===== config.mk =====
export PLATFORM = sky130hd
export DESIGN_NAME = lpx_transceiver
export DESIGN_NICKNAME = d
export VERILOG_FILES = /design/src/rtl/lpx_pkg.sv /design/src/rtl/lpx_parity.sv /design/src/rtl/lpx_side.sv /design/src/rtl/lpx_path.sv /design/src/rtl/lpx_transceiver.sv
export SDC_FILE = /design/constraint.sdc
export NUM_CORES = 1
export LEC_CHECK = 0
export ABC_CLOCK_PERIOD_IN_PS = 5500
export BUFFER_PORTS_ARGS = -buffer_cell sky130_fd_sc_hd__buf_4
export CORE_ASPECT_RATIO = 1.5
export CORE_MARGIN = 2
export CORE_UTILIZATION = 58
export DETAILED_ROUTE_END_ITERATION = 10
export GPL_TIMING_DRIVEN = 1
export PLACE_DENSITY = 0.85
export SYNTH_ARGS = -nofsm -noshare
export SYNTH_HDL_FRONTEND = slang
export SYNTH_SLANG_ARGS = --single-unit
export TNS_END_PERCENT = 20

===== constraint.sdc =====
create_clock -name clk -period 5.5 [get_ports clk]
set_input_delay 0.55 -clock clk [delete_from_list [all_inputs] [get_ports clk]]
set_output_delay 0.55 -clock clk [all_outputs]
set_load 0.02 [all_outputs]

===== src/rtl/lpx_pkg.sv =====
// Shared types for the latchable parity transceiver.
// Assumes nothing beyond the two active-low direction enables.
package lpx_pkg;

    typedef enum logic [1:0] {
        DIR_OFF   = 2'd0,
        DIR_A2B   = 2'd1,
        DIR_B2A   = 2'd2,
        DIR_CLASH = 2'd3
    } dir_e;

    // Map the two active-low enables to a transfer state
    function automatic dir_e decode_dir(input logic gab_n, input logic gba_n);
        case ({gab_n, gba_n})
            2'b01:   return DIR_A2B;
            2'b10:   return DIR_B2A;
            2'b00:   return DIR_CLASH;
            default: return DIR_OFF;
        endcase
    endfunction

endpackage


===== src/rtl/lpx_parity.sv =====
// Parity bit for a data word. odd_sel=0 gives even parity, 1 gives odd.
// Purely combinational; assumes the width is at least one bit.
module lpx_parity #(
    parameter int W = 8
) (
    input  logic [W-1:0] data,
    input  logic         odd_sel,
    output logic         par
);
    // Reduction XOR, inverted for odd sense
    assign par = (^data) ^ odd_sel;
endmodule


===== src/rtl/lpx_side.sv =====
// One port's latch stage. The register loads the port's bus value
// (driven value when the port is driven, else its input) while le=1.
// src_view feeds the opposite port; chk_view feeds this port's checker.
// Assumes the port is not driven while it is the source side.
module lpx_side #(
    parameter int W  = 8,
    localparam int WW = W + 1
) (
    input  logic          clk,
    input  logic          rst_n,
    input  logic          le,
    input  logic [WW-1:0] raw,
    input  logic [WW-1:0] drive,
    input  logic          driven,
    output logic [WW-1:0] src_view,
    output logic [WW-1:0] chk_view
);
    logic [WW-1:0] held;
    logic [WW-1:0] bus;

    // Value present on the port
    assign bus = driven ? drive : raw;

    // Latch register: follows the bus while transparent
    always_ff @(posedge clk) begin
        if (!rst_n)  held <= '0;
        else if (le) held <= bus;
    end

    // Views chosen by the latch enable
    assign src_view = le ? raw : held;
    assign chk_view = le ? bus : held;

    a_r6_capture: assert property (@(posedge clk) disable iff (!rst_n)
        le |=> (held == $past(bus)));
    a_r7_hold: assert property (@(posedge clk) disable iff (!rst_n)
        !le |=> $stable(held));
endmodule


===== src/rtl/lpx_path.sv =====
// One transfer direction: forms the destination word from the source view.
// Generate mode replaces the parity bit; feed-through keeps it.
module lpx_path #(
    parameter int W  = 8,
    localparam int WW = W + 1
) (
    input  logic [WW-1:0] src_view,
    input  logic          sel_thru,
    input  logic          odd_sel,
    output logic [WW-1:0] drive
);
    logic gen_par;

    lpx_parity #(.W(W)) u_gen (
        .data    (src_view[W-1:0]),
        .odd_sel (odd_sel),
        .par     (gen_par)
    );

    // Choose the parity bit that travels with the data
    assign drive = {(sel_thru ? src_view[W] : gen_par), src_view[W-1:0]};
endmodule


===== src/rtl/lpx_transceiver.sv =====
// Latchable parity transceiver top. Decodes direction, builds both
// transfer paths and checks parity on both ports at once.
// Assumes a driven port's input is ignored in favour of the driven value.
module lpx_transceiver #(
    parameter int W  = 8,
    localparam int WW = W + 1
) (
    input  logic         clk,
    input  logic         rst_n,
    input  logic         gab_n,
    input  logic         gba_n,
    input  logic         sel_thru,
    input  logic         odd_sel,
    input  logic         lat_a_en,
    input  logic         lat_b_en,
    input  logic [W-1:0] a_in,
    input  logic         a_par_in,
    output logic [W-1:0] a_out,
    output logic         a_par_out,
    output logic         a_oe,
    input  logic [W-1:0] b_in,
    input  logic         b_par_in,
    output logic [W-1:0] b_out,
    output logic         b_par_out,
    output logic         b_oe,
    output logic         err_a_n,
    output logic         err_b_n
);
    import lpx_pkg::*;

    dir_e          dir;
    logic          clash;
    logic [WW-1:0] a_src, a_chk, b_src, b_chk;
    logic [WW-1:0] drv_a, drv_b;
    logic          par_a, par_b;

    // Direction decode
    assign dir   = decode_dir(gab_n, gba_n);
    assign a_oe  = (dir == DIR_B2A);
    assign b_oe  = (dir == DIR_A2B);
    assign clash = (dir == DIR_CLASH);

    lpx_side #(.W(W)) u_side_a (
        .clk (clk), .rst_n (rst_n), .le (lat_a_en),
        .raw ({a_par_in, a_in}), .drive (drv_a), .driven (a_oe),
        .src_view (a_src), .chk_view (a_chk)
    );

    lpx_side #(.W(W)) u_side_b (
        .clk (clk), .rst_n (rst_n), .le (lat_b_en),
        .raw ({b_par_in, b_in}), .drive (drv_b), .driven (b_oe),
        .src_view (b_src), .chk_view (b_chk)
    );

    lpx_path #(.W(W)) u_path_ab (
        .src_view (a_src), .sel_thru (sel_thru), .odd_sel (odd_sel), .drive (drv_b)
    );

    lpx_path #(.W(W)) u_path_ba (
        .src_view (b_src), .sel_thru (sel_thru), .odd_sel (odd_sel), .drive (drv_a)
    );

    lpx_parity #(.W(W)) u_chk_a (.data (a_chk[W-1:0]), .odd_sel (odd_sel), .par (par_a));
    lpx_parity #(.W(W)) u_chk_b (.data (b_chk[W-1:0]), .odd_sel (odd_sel), .par (par_b));

    // Port outputs, zero when undriven
    assign {a_par_out, a_out} = a_oe ? drv_a : '0;
    assign {b_par_out, b_out} = b_oe ? drv_b : '0;

    // Error flags, forced high on contention
    assign err_a_n = clash | (par_a == a_chk[W]);
    assign err_b_n = clash | (par_b == b_chk[W]);

    a_r1_single_driver: assert property (@(posedge clk) disable iff (!rst_n)
        !(a_oe && b_oe));
    a_r2_clash_quiet: assert property (@(posedge clk) disable iff (!rst_n)
        (!gab_n && !gba_n) |-> (err_a_n && err_b_n && !a_oe && !b_oe));
    a_r3_gen_b: assert property (@(posedge clk) disable iff (!rst_n)
        (!sel_thru && b_oe) |-> ((^{b_par_out, b_out}) == odd_sel));
    a_r5_gen_a: assert property (@(posedge clk) disable iff (!rst_n)
        (!sel_thru && a_oe) |-> ((^{a_par_out, a_out}) == odd_sel));
    a_r4_thru_b: assert property (@(posedge clk) disable iff (!rst_n)
        (sel_thru && b_oe && lat_a_en) |-> (b_out == a_in && b_par_out == a_par_in));
    a_r9_clean_regen: assert property (@(posedge clk) disable iff (!rst_n)
        (!sel_thru && a_oe && lat_a_en) |-> err_a_n);
endmodule


Word level (Yosys, flattened, before mapping)
Index checks and enable logic that the tools add are counted.

storage, ports and cells
  register bits after elaboration = 18
  bits in latches = 0
  RAM bits = 0
  bits in read-only memories = 0
  input bits = 26
  output and inout port bits = 22
  word-level logic and storage cells = 31
  memories kept = 0

operators by class
  add/sub/neg operators = 0
  multipliers = 0
  div/mod/pow operators = 0
  magnitude comparators = 0
  equality and inequality tests = 7
  shift operators = 0
  mux-type cells = 11
  bitwise operators = 6
  reduce and logical (&&, ||, !) cells = 5

operator list
  cell                                           count
  two-way mux 9 bit                              8
  XOR reduction 8 bit                            4
  == test 2 bit, second input constant           3
  case mux 2 bit (3 select lines)                1
  == test 2 x 1 -> 1 bit, second input constant  2
  bitwise XOR 1 bit                              4
  == test 1 bit                                  2
  logical NOT 2 bit                              1
  two-way mux 1 bit                              2
  bitwise OR 1 bit                               2

Longest topological paths before layout
  depth in word-level cells = 10
  gate-level depth with buffers = 10
  gate-level depth less buffers = 8

Modules after synthesis
A second synthesis with hierarchy kept.

unflattened totals
  cells, all modules = 210
  area total of the unflattened synthesis = 1,884.3 sq um

modules (own cells, without submodules)
  module           times used  cells each  area an instance (sq um)  sequential area each (sq um)
  lpx_side         2           69          620.6                     180.2
  lpx_parity       4           7           82.6                      0.0
  lpx_transceiver  1           26          162.7                     0.0
  lpx_path         2           9           75.1                      0.0

Least setup slack after synthesis
No wires, ideal clock.

  path kind = input port to output port
  from = in gba_n
  to = out err_a_n
  arrival = 2.422 ns
  required time = 4.950 ns
  setup slack = 2.528 ns
  stages = 8
  cells stage by stage = nand2b_1 -> inv_2 -> mux2_4 -> xnor2_1 -> a21oi_1 -> xnor3_1 -> xnor2_1 -> mux2i_1

on the way
  cells in the longest elaborated chain, start to end = 9
  elaborated cells on any way between the ends = 12

ends and longest elaborated chain
  item                                   line                   RTL
  from (decl)                            lpx_transceiver.sv:11  input logic gba_n,
  == test 2 bit (tied with other cells)  lpx_pkg.sv:14          case ({gab_n, gba_n})
  case mux 2 bit (3 select lines) *      lpx_pkg.sv:14
  == test 2 bit *                        lpx_transceiver.sv:39  assign a_oe = (dir == DIR_B2A);
  via a_oe                               lpx_transceiver.sv:20  output logic a_oe,
  two-way mux 9 bit *                    lpx_side.sv:22         assign bus = driven ? drive : raw;
  two-way mux 9 bit *                    lpx_side.sv:32         assign chk_view = le ? bus : held;
  XOR reduction 8 bit                    lpx_parity.sv:11       assign par = (^data) ^ odd_sel;
  bitwise XOR 1 bit                      lpx_parity.sv:11
  == test 1 bit *                        lpx_transceiver.sv:71  assign err_a_n = clash | (par_a == a_chk[W]);
  bitwise OR 1 bit *                     lpx_transceiver.sv:71
  to (decl)                              lpx_transceiver.sv:26  output logic err_a_n,

Mark *: on every way through the listed nets, which the timed path passes. The rest lies on a longest branch.

Final worst setup path
  from = in gba_n
  to = out err_a_n

on the way
  cells in the longest elaborated chain, start to end = 9
  elaborated cells on any way between the ends = 12

ends and longest elaborated chain
  item                                   line
  == test 2 bit (tied with other cells)  lpx_pkg.sv:14
  case mux 2 bit (3 select lines) *      lpx_pkg.sv:14
  == test 2 bit                          lpx_transceiver.sv:39
  two-way mux 9 bit                      lpx_side.sv:22
  two-way mux 9 bit                      lpx_side.sv:32
  XOR reduction 8 bit                    lpx_parity.sv:11
  bitwise XOR 1 bit                      lpx_parity.sv:11
  == test 1 bit                          lpx_transceiver.sv:71
  bitwise OR 1 bit *                     lpx_transceiver.sv:71

Mark *: on every way between the ends. The rest lies on a longest branch, timed or not.

==> results.yml <==
yosys:
  syn-num-nets: 252
  synth_edf_count: 0
  yosysUniqueCellTypes: 39
  synth_cells: 226
  synth-main-ff-cell: "dfxtp_1"
  ys_seq_area_frac: 0.1933
  netlist_area_mm2: 0.001864
  yosysWarningCount: 0
  synthArstFlopShare: 0
  synth_seq_cells: 18
  synth_area_per_cell_um2: 8.249
final_layout:
  num_antenna_cells: 0
  design_area_mm2: 0.002230
  ff_latch_area_um2: 360.3
  layout-drive-gt1-share: 0.2189
  multi_input_area_mm2: 0.001390
  final_cells: 305
  nFillCells: 273
  fin_nets: 293
  areaGrowthSynthToFinish_pct: 19.60
drt:
  drt-total-wl_um: 4522
  drcViolationCount: 0
  num_vias: 1692
  ant_nets: 0
  wl_per_cell_um: 14.83
  drt-vias-per-instance: 5.548
  drt_iter0_markers: 20
  firstDrtPassIters: 4
global_route:
  track_usage: 0.2582
  antenna_found_initial: 0
  grt_pass1_vias: 1626
  grt_pass1_wl_um: 7286
  grt_max_degree: 36
  grt.overflow.total: 0
sta:
  tightest_slew_ns: 0.6847
  slew_violations: 0
  fmax_mhz: 280.5
  fin_crit_sh: 0.6481
  clock-skew-final_ns: 0.008846
  rsz0062_at_grt: "false"
  setup_viol: 0
  finalSetupTns_ns: 0
  final_hold_viol_count: 0
  finalCriticalPeriod_ns: 3.565
  maxSlewHeadroom: 0.5435
floorplan:
  rows: 25
  start_util: 0.6020
  core_mm2: 0.003097
  die_h_um: 73.44
  pin_count: 48
  die_x_um: 50.29
  die-area_mm2: 0.003693
worst_setup_path:
  cp.arrival_ns: 3.01
  slowest_delay_ns: 0.45
  worst-path-max-fanout: 20
  worstPathCellList: "buf_4, nand2b_1, inv_2, nand2_1, o21ai_0, xnor2_1, xnor3_1, xnor2_1, mux2i_1, buf_4"
  startpoint_type: "input pin"
  crit_type: "in -> out"
  slowest_stage: "nand2b_1"
  worstSetupEndpointType: "output port"
  r2r_cells: 6
  required_ns: 4.95
clocking:
  insertion_delay_ns: 0.26
  cts_buffers: 3
  clkTransAtPathRegs_ns: 0.07
  cts_tree: "done"
  cts_resized: 0
  clk_path_buf_depth: 2
  cts_max_level: 1
  cts_setup_buffers: 0
  postCtsHoldBufs: 0
  cts_sinks: 18
  cts_root_buffer: "clkbuf_8"
place:
  gp_congestion: 0.8591
  place_area_mm2: 0.002188
  portBuffers: 47
  hpwl_um: 3484
  dp.cells: 302
pwr:
  ir_drop_mv: 0.1917
  p_leak_nw: 1.053
  total_power_mw: 0.4773
  p_per_area_mw_per_mm2: 214.1
status:
  status: "finished clean"
run:
  cap_violations: 0
worst_hold_path:
  hold_class: "reg -> reg"
  hold_depth: 2
[where the power goes]
part	leakage [nW]	total, mW	internal, mW	switching (mW)
clock network	0.0216	0.0951	0.0488	0.0463
registers	0.148	0.148	0.139	0.00828
logic	0.883	0.235	0.119	0.115
[stage by stage]
| stage | setup WS, ns | hold slack (ns) | utilization |
|---|---|---|---|
| floorplan | 2.528 | 0.5403 | - |
| global placement | 2.018 | 0.5632 | 0.7067 |
| detailed placement | 1.957 | 0.5730 | 0.7067 |
| CTS | 1.943 | 0.5838 | 0.7200 |
| global route | 1.689 | 0.6155 | 0.7200 |
| finish | 1.935 | 0.5864 | 0.7200 |
[critical path, delay by kind of cell]
family,cells,cell delay [ns]
multiplexers,1,0.21
AO/OA/AOI/OAI,1,0.30
AND/OR/NAND/NOR,2,0.58
buffers and inverters,3,0.56
XOR/XNOR,3,0.83
[kinds of logic after synthesis]
logic type | Yosys count | share of synthesized area
AO/OA/AOI/OAI | 41 | 0.1470
XOR/XNOR | 40 | 0.2175
buffers and inverters | 19 | 0.06107
flip-flops | 18 | 0.1933
multiplexers | 29 | 0.1658
AND/OR/NAND/NOR | 79 | 0.2154
[cell usage after synthesis, types with 3 or more instances]
library cell	instances	area, µm²
buf_2	3	15.01
xor2_1	16	140.1
a21o_1	5	37.54
nand2b_1	6	37.54
mux2i_1	26	260.3
nor2b_1	17	106.4
xnor3_1	4	90.09
xnor2_1	20	175.2
a21oi_1	11	55.05
o21a_1	4	30.03
buf_6	4	45.04
nor2_1	30	112.6
and2_1	4	25.02
nor3_1	4	20.02
dfxtp_1	18	360.4
nand3b_1	3	22.52
nand2_1	9	33.78
inv_1	6	22.52
o21ai_0	5	25.02
a31oi_1	5	31.28
[flip-flops by register name, indices dropped and copies added (netlist names)]
name,flops
u_side_a.held,9
u_side_b.held,9
[placed cells by master, fill, tap and decap left out, drive strengths merged]
master,n
a211oi,1
nor3b,2
a21o,5
a21boi,1
clkbuf,3
o22ai,2
xnor3,4
o22a,2
inv,8
o211ai,1
nor3,4
dfxtp,18
o21a,4
mux2,2
nand3,2
nand2,9
nor2,30
xor2,16
a21oi,11
o221ai,2
buf,47
nor2b,17
nand3b,3
and2b,1
xnor2,20
or2b,1
a31oi,7
mux2i,27
nand2b,6
and2,4
o21ai,5
[final cells by class]
cell class                      instances  area share
Clock buffer                            3     0.01852
Inverter                                8     0.01571
Multi-Input combinational cell        189      0.6235
Sequential cell                        18      0.1616
Tap cell                               40     0.02245
Timing Repair Buffer                   47      0.1582
[layer usage]
| layer | global-route usage | share of wire | vias to the layer above |
|---|---|---|---|
| li1 | - | - | 847 |
| met1 | 0.2946 | 0.41 | 778 |
| met2 | 0.4664 | 0.52 | 55 |
| met3 | 0.02846 | 0.040 | 12 |
| met4 | 0.1351 | 0.035 | 0 |
| met5 | 0 | 0 | - |
[worst paths after layout]
kind                          from                to  slack (ns)
setup reg to reg  u_side_b.held[2]  u_side_a.held[8]        3.63
hold reg to reg   u_side_a.held[2]  u_side_a.held[2]        0.59
setup / recovery             gba_n           err_a_n        1.94
hold / removal    u_side_a.held[2]  u_side_a.held[2]        0.59
Note: power is estimated with default switching activity, not from simulation.
